<file path="src/rtl/pwm_tick_pkg.sv">
package pwm_tick_pkg;
  // log2 of the channel divider for a select code, clamped to the largest division
  function automatic int div_log(input int code, input int base, input int max_log);
    int k;
    k = code + base;
    if (k > max_log) k = max_log;
    return k;
  endfunction
endpackage

</file>
<file path="src/rtl/pwm_cfg_regs.sv">
module pwm_cfg_regs #(
  parameter int NUM_CH = 5,
  parameter int PSC_W  = 8,
  parameter int SEL_W  = 4,
  parameter int DATA_W = 32
) (
  input  logic                    clk_i,
  input  logic                    rst_ni,
  input  logic                    we_i,
  input  logic                    addr_i,
  input  logic [DATA_W-1:0]       wdata_i,
  output logic [DATA_W-1:0]       rdata_o,
  output logic [2*PSC_W-1:0]      psc_o,
  output logic [NUM_CH*SEL_W-1:0] sel_o
);
  localparam int PSC_BITS = 2 * PSC_W;
  localparam int SEL_BITS = NUM_CH * SEL_W;

  logic [PSC_BITS-1:0] psc_q;
  logic [SEL_BITS-1:0] sel_q;

  always_ff @(posedge clk_i or negedge rst_ni) begin
    if (!rst_ni) begin
      psc_q <= '0;
      sel_q <= '0;
    end else if (we_i) begin
      if (!addr_i) psc_q <= wdata_i[PSC_BITS-1:0];
      else         sel_q <= wdata_i[SEL_BITS-1:0];
    end
  end

  assign rdata_o = addr_i ? DATA_W'(sel_q) : DATA_W'(psc_q);
  assign psc_o   = psc_q;
  assign sel_o   = sel_q;
endmodule

</file>
<file path="src/rtl/pwm_psc_stage.sv">
module pwm_psc_stage #(
  parameter int PSC_W   = 8,
  parameter int MAX_LOG = 4
) (
  input  logic               clk_i,
  input  logic               rst_ni,
  input  logic [PSC_W-1:0]   psc_i,
  output logic               wrap_o,
  output logic [MAX_LOG-1:0] div_cnt_o,
  output logic [PSC_W-1:0]   act_o
);
  logic [PSC_W-1:0]   cnt_q, act_q;
  logic [MAX_LOG-1:0] div_q;

  assign wrap_o = (cnt_q == act_q);

  always_ff @(posedge clk_i or negedge rst_ni) begin
    if (!rst_ni) begin
      cnt_q <= '0;
      act_q <= '0;
      div_q <= '0;
    end else if (wrap_o) begin
      cnt_q <= '0;
      act_q <= psc_i;       // new value only at wrap
      div_q <= div_q + 1'b1;
    end else begin
      cnt_q <= cnt_q + 1'b1;
    end
  end

  assign div_cnt_o = div_q;
  assign act_o     = act_q;
endmodule

</file>
<file path="src/rtl/pwm_ext_sync.sv">
module pwm_ext_sync (
  input  logic clk_i,
  input  logic rst_ni,
  input  logic async_i,
  output logic rise_o
);
  logic [2:0] s_q;

  always_ff @(posedge clk_i or negedge rst_ni) begin
    if (!rst_ni) s_q <= '0;
    else         s_q <= {s_q[1:0], async_i};
  end

  assign rise_o = s_q[1] & ~s_q[2];
endmodule

</file>
<file path="src/rtl/pwm_ch_sel.sv">
module pwm_ch_sel
  import pwm_tick_pkg::*;
#(
  parameter int SEL_W    = 4,
  parameter int DIV_BASE = 0,
  parameter int MAX_LOG  = 4,
  parameter int SEL_N    = 16,
  parameter logic [SEL_N-1:0] EXT_MASK = 16'h0010
) (
  input  logic               clk_i,
  input  logic               rst_ni,
  input  logic [SEL_W-1:0]   sel_i,
  input  logic               wrap_i,
  input  logic [MAX_LOG-1:0] div_cnt_i,
  input  logic               ext_rise_i,
  output logic               tick_o,
  output logic               ext_o
);
  logic [SEL_W-1:0]   sel_act_q;
  logic [MAX_LOG-1:0] need;

  always_ff @(posedge clk_i or negedge rst_ni) begin
    if (!rst_ni)     sel_act_q <= '0;
    else if (wrap_i) sel_act_q <= sel_i;
  end

  always_comb begin
    int k;
    k    = div_log(int'(sel_act_q), DIV_BASE, MAX_LOG);
    need = MAX_LOG'((32'd1 << k) - 32'd1);
  end

  assign ext_o  = EXT_MASK[sel_act_q];
  assign tick_o = ext_o ? ext_rise_i
                        : (wrap_i && ((div_cnt_i & need) == need));
endmodule

</file>
<file path="src/rtl/pwm_tick_gen.sv">
module pwm_tick_gen #(
  parameter int NUM_CH   = 5,
  parameter int PSC_W    = 8,
  parameter int SEL_W    = 4,
  parameter int DIV_BASE = 0,
  parameter int MAX_LOG  = 4,
  parameter int SPLIT    = 2,
  parameter logic [(1<<SEL_W)-1:0] EXT_MASK = 16'h0010
) (
  input  logic              clk_i,
  input  logic              rst_ni,
  input  logic              cfg_we_i,
  input  logic              cfg_addr_i,
  input  logic [31:0]       cfg_wdata_i,
  output logic [31:0]       cfg_rdata_o,
  input  logic [1:0]        ext_tick_i,
  output logic [NUM_CH-1:0] tick_o
);
  localparam int NUM_GRP = 2;
  localparam int SEL_N   = 1 << SEL_W;

  logic [NUM_GRP*PSC_W-1:0]  psc_q;
  logic [NUM_CH*SEL_W-1:0]   sel_q;
  logic [NUM_GRP-1:0]        grp_wrap;
  logic [NUM_GRP-1:0]        ext_rise;
  logic [NUM_GRP*PSC_W-1:0]  grp_act;
  logic [NUM_GRP*MAX_LOG-1:0] grp_div;
  logic [NUM_CH-1:0]         ch_ext;

  pwm_cfg_regs #(
    .NUM_CH(NUM_CH), .PSC_W(PSC_W), .SEL_W(SEL_W), .DATA_W(32)
  ) u_regs (
    .clk_i, .rst_ni,
    .we_i(cfg_we_i), .addr_i(cfg_addr_i), .wdata_i(cfg_wdata_i),
    .rdata_o(cfg_rdata_o), .psc_o(psc_q), .sel_o(sel_q)
  );

  for (genvar g = 0; g < NUM_GRP; g++) begin : g_grp
    pwm_psc_stage #(.PSC_W(PSC_W), .MAX_LOG(MAX_LOG)) u_psc (
      .clk_i, .rst_ni,
      .psc_i(psc_q[g*PSC_W +: PSC_W]),
      .wrap_o(grp_wrap[g]),
      .div_cnt_o(grp_div[g*MAX_LOG +: MAX_LOG]),
      .act_o(grp_act[g*PSC_W +: PSC_W])
    );
    pwm_ext_sync u_sync (
      .clk_i, .rst_ni, .async_i(ext_tick_i[g]), .rise_o(ext_rise[g])
    );
  end

  for (genvar c = 0; c < NUM_CH; c++) begin : g_ch
    localparam int G = (c < SPLIT) ? 0 : 1;
    pwm_ch_sel #(
      .SEL_W(SEL_W), .DIV_BASE(DIV_BASE), .MAX_LOG(MAX_LOG),
      .SEL_N(SEL_N), .EXT_MASK(EXT_MASK)
    ) u_sel (
      .clk_i, .rst_ni,
      .sel_i(sel_q[c*SEL_W +: SEL_W]),
      .wrap_i(grp_wrap[G]),
      .div_cnt_i(grp_div[G*MAX_LOG +: MAX_LOG]),
      .ext_rise_i(ext_rise[G]),
      .tick_o(tick_o[c]),
      .ext_o(ch_ext[c])
    );
  end
endmodule

</file>
<file path="config.mk">
export PLATFORM = sky130hd
export DESIGN_NAME = pwm_tick_gen
export DESIGN_NICKNAME = d
export VERILOG_FILES = /design/src/rtl/pwm_tick_pkg.sv /design/src/rtl/pwm_cfg_regs.sv /design/src/rtl/pwm_psc_stage.sv /design/src/rtl/pwm_ext_sync.sv /design/src/rtl/pwm_ch_sel.sv /design/src/rtl/pwm_tick_gen.sv
export SDC_FILE = /design/constraint.sdc
export NUM_CORES = 1
export LEC_CHECK = 0
export BUFFER_PORTS_ARGS = -buffer_cell sky130_fd_sc_hd__buf_2
export CAP_MARGIN = 20
export CORE_UTILIZATION = 60
export CTS_BUF_LIST = sky130_fd_sc_hd__clkbuf_8
export CTS_CLUSTER_SIZE = 12
export DETAILED_ROUTE_END_ITERATION = 10
export HOLD_SLACK_MARGIN = 0.15
export PLACE_DENSITY = 0.83
export SYNTH_ARGS = -nofsm -noshare
export SYNTH_HDL_FRONTEND = slang
export SYNTH_HIERARCHICAL = 1
export SYNTH_SLANG_ARGS = --single-unit
</file>
<file path="constraint.sdc">
create_clock -name clk_i -period 2.7 [get_ports clk_i]
set_input_delay 0.135 -clock clk_i [delete_from_list [all_inputs] [get_ports clk_i]]
set_output_delay 0.135 -clock clk_i [all_outputs]
set_load 0.01 [all_outputs]
</file>
==> flow_metrics.env <==
export IMPL_cts_hold_buf=23
export IMPL_crit_reg2reg_capture="g_ch[2].u_sel/sel_act_q[3]$_DFFE_PN0P_"
export IMPL_clkTransAtPathRegs_ns=0.10
export IMPL_clock_sinks=102
export IMPL_irDropWorstVdd_uv=516
export IMPL_async_flop_share_pct=100
export IMPL_place_gp_congestion=0.846
export IMPL_dpl_instance_area_um2=5370
export IMPL_crit_chain="xnor2_1, nand4_2, nor2_8, o221ai_1, o41ai_2, buf_2"
export IMPL_slew_violations=0
export IMPL_fin_crit_sh_pct=90.4
export IMPL_cts_post_setup_buffers_inserted=0
export IMPL_hp_class="flip-flop to flip-flop"
export IMPL_seq_power_share_pct=48.3
export IMPL_tns_ns=0
export IMPL_ys_warn_count=6
export IMPL_setup_viol=0
export IMPL_nNetsFinal=495
export IMPL_ys_ff_latch=102
export IMPL_ys_dominant_reg_cell="dfrtp_1"
export IMPL_max_stage_delay_ns=0.43
export IMPL_port_buffer_count=50
export IMPL_die_area_um2=8760
export IMPL_cellLeakagePower_nw=2.65
export IMPL_area_growth_pct=15.3
export IMPL_finalWorstPathRequiredPeriod_ns=2.44
export IMPL_fin_skew_ns=0.0116
export IMPL_relSlewSlack_pct=52.0
export IMPL_cp_slowest_cell="dfrtp_1"
export IMPL_routed_wl_um=9030
export IMPL_dpl_cell_count=519
export IMPL_p_per_area_nw_per_um2=936
export IMPL_rsz0062_at_grt="false"
export IMPL_p_sw_mw=2.00
export IMPL_htreeDepth=3
export IMPL_whs_endpoint="g_grp[0].u_sync/s_q[1]$_DFF_PN0_"
export IMPL_drt_iter0_drc=118
export IMPL_reg2reg_depth=5
export IMPL_grt_pass1_wl_um=15100
export IMPL_p_clk_share_pct=17.8
export IMPL_syn_instance_count=366
export IMPL_core_area_um2=8180
export IMPL_cp_data_arrival_time_ns=2.31
export IMPL_cts_tree="done"
export IMPL_postRouteAntennaNets=0
export IMPL_internal_power_mw=3.44
export IMPL_cts_resized=0
export IMPL_whs_path_depth=0
export IMPL_fp_row_count=33
export IMPL_combinationalPowerShare_pct=33.9
export IMPL_vias=3046
export IMPL_critPathLaunchType="flip-flop"
export IMPL_stdcell_count=558
export IMPL_overflow=0
export IMPL_tightest_slew_ns=0.719
export IMPL_drc=0
export IMPL_final_cell_mix="dfrtp_1, buf_2, mux2_2"
export IMPL_endpoint_kind="primary output"
export IMPL_design_area_um2=5800
export IMPL_num_antenna_cells=0
export IMPL_reg2reg_from="g_grp[1].u_psc/cnt_q[0]$_DFF_PN0_"
export IMPL_clk_path_buf_depth=2
export IMPL_initial_utilization_pct=61.5
export IMPL_grt_start_max_net_pins=58
export IMPL_synth_area_um2=5030
export IMPL_required_ns=2.57
export IMPL_cts_root_buf="clkbuf_8"
export IMPL_boundaryPins=75
export IMPL_final_common_cell="dfrtp_1"
export IMPL_finalCoreUtilization_pct=71.0
export IMPL_wl_per_cell_um=16.2
export IMPL_insertion_delay_ns=0.36
export IMPL_drive_gt1_share_pct=34.2
export IMPL_status="finished clean"
export IMPL_r2r_slack_ns=0.71
export IMPL_final_hold_viol_count=0
export IMPL_crit_fanout=16
export IMPL_worst_setup_path_type="flip-flop to primary output"
export IMPL_syn_avg_cell_area_um2=13.7
export IMPL_first_pass_iters=4
export IMPL_swShare_pct=36.8
export IMPL_grt_use_total_pct=22.8
export IMPL_nFillCells=565
export IMPL_synth_edff_count=0
export IMPL_yosysUniqueCellTypes=29
export IMPL_cap_violations=0
export IMPL_yosysSeqAreaShare_pct=50.7
export IMPL_cts_buffers=9
export IMPL_fmax_mhz=410
export IMPL_grt_pass1_vias=3047
export IMPL_dp_hpwl_um=6340
export IMPL_fp_dieW_um=93.6
export IMPL_vias_per_cell=5.46
export IMPL_hp_start="g_grp[0].u_sync/s_q[0]$_DFF_PN0_"
export IMPL_die_y_um=93.6
export IMPL_antenna_found_initial=0
## worst max path at each step
| stage | startpoint | to | slack [ns] | depth (start not counted) |
|---|---|---|---|---|
| 3_5_place_dp | g_grp[1].u_psc/cnt_q[0]$_DFF_PN0_ | tick_o[2] | 0.62 | 6 |
| 3_3_place_gp | g_grp[1].u_psc/cnt_q[0]$_DFF_PN0_ | tick_o[2] | 0.70 | 6 |
| 5_1_grt | g_grp[1].u_psc/cnt_q[0]$_DFF_PN0_ | tick_o[4] | 0.13 | 6 |
| 6_report | g_grp[1].u_psc/cnt_q[0]$_DFF_PN0_ | tick_o[2] | 0.26 | 6 |
| 4_1_cts | g_grp[1].u_psc/cnt_q[0]$_DFF_PN0_ | tick_o[2] | 0.22 | 6 |
| 2_1_floorplan | g_grp[1].u_psc/cnt_q[7]$_DFF_PN0_ | tick_o[2] | 0.85 | 6 |
## sequential cells by signal (all words and copies together) (netlist names)
register               cells
g_ch.u_sel/sel_act_q      20
g_grp.u_psc/act_o         16
g_grp.u_psc/cnt_q         16
g_grp.u_psc/div_cnt_o      8
g_grp.u_sync/s_q           6
u_regs/psc_o              16
u_regs/sel_o              20
## kinds of logic after synthesis
logic type                 after synthesis  synth area share, %
and+or+nand+nor                         88                 12.2
DFF                                    102                 50.7
other                                    1               0.0745
adders and majority gates                9                 2.24
AOI/OAI and AO/OA                       15                 2.98
muxes                                   90                 20.9
xor gates and xnor gates                39                 7.68
buffers and inverters                   22                 3.23
## worst max-delay path: cells and delay by family, from the launching register on
family | cells | cell delay (ns)
compound gates | 2 | 0.55
buf+inv | 1 | 0.19
flops | 1 | 0.43
simple gates | 2 | 0.56
xor+xnor | 1 | 0.22
## through the flow
stage	setup slack [ns]	total power, mW	hold slack (ns)
after global routing	0.130	5.79	0.356
after detailed placement	0.615	4.46	0.239
after CTS	0.223	5.47	0.342
final	0.258	5.43	0.364
after floorplan	0.851	3.98	-0.161
after global placement	0.700	4.30	0.228
## final cells by class
type	count	area (µm²)	share of cell area, %
tap	105	131	2.26
clock inverter	7	80.1	1.38
timing repair buffer	80	548	9.44
inverter	2	7.51	0.129
clock buffer	9	124	2.13
multi-input combinational	253	2360	40.7
sequential	102	2550	44.0
## power by group through the flow
stage                     combinational [mW]  clock [mW]  sequential, mW
after floorplan                         1.51           0            2.47
after global placement                  1.70           0            2.60
after detailed placement                1.81           0            2.65
after CTS                               1.85       0.996            2.62
after global routing                    2.03        1.05            2.70
final                                   1.84       0.968            2.62
## cells in the mapped netlist (6+ instances only)
master     n  area, µm²
ha_1       9        113
buf_4     12       90.1
nand3_1   10       50.1
dfrtp_1  102       2550
mux2_4    10        150
nand2_1   11       41.3
mux2_1    38        428
nor4b_2   10        150
xor2_1    14        123
mux2_2    42        473
xnor2_1   19        166
nor2_1    29        109
xnor2_2    6       97.6
## metal layers
metal	GRT usage (%)	routed length [µm]	vias to the layer above
li1	-	-	1439
met1	32.1	4300	1542
met2	36.5	4400	60
met3	2.68	236	5
met4	8.46	96	0
met5	0	0	-
Power figures use the tool's default switching activity.
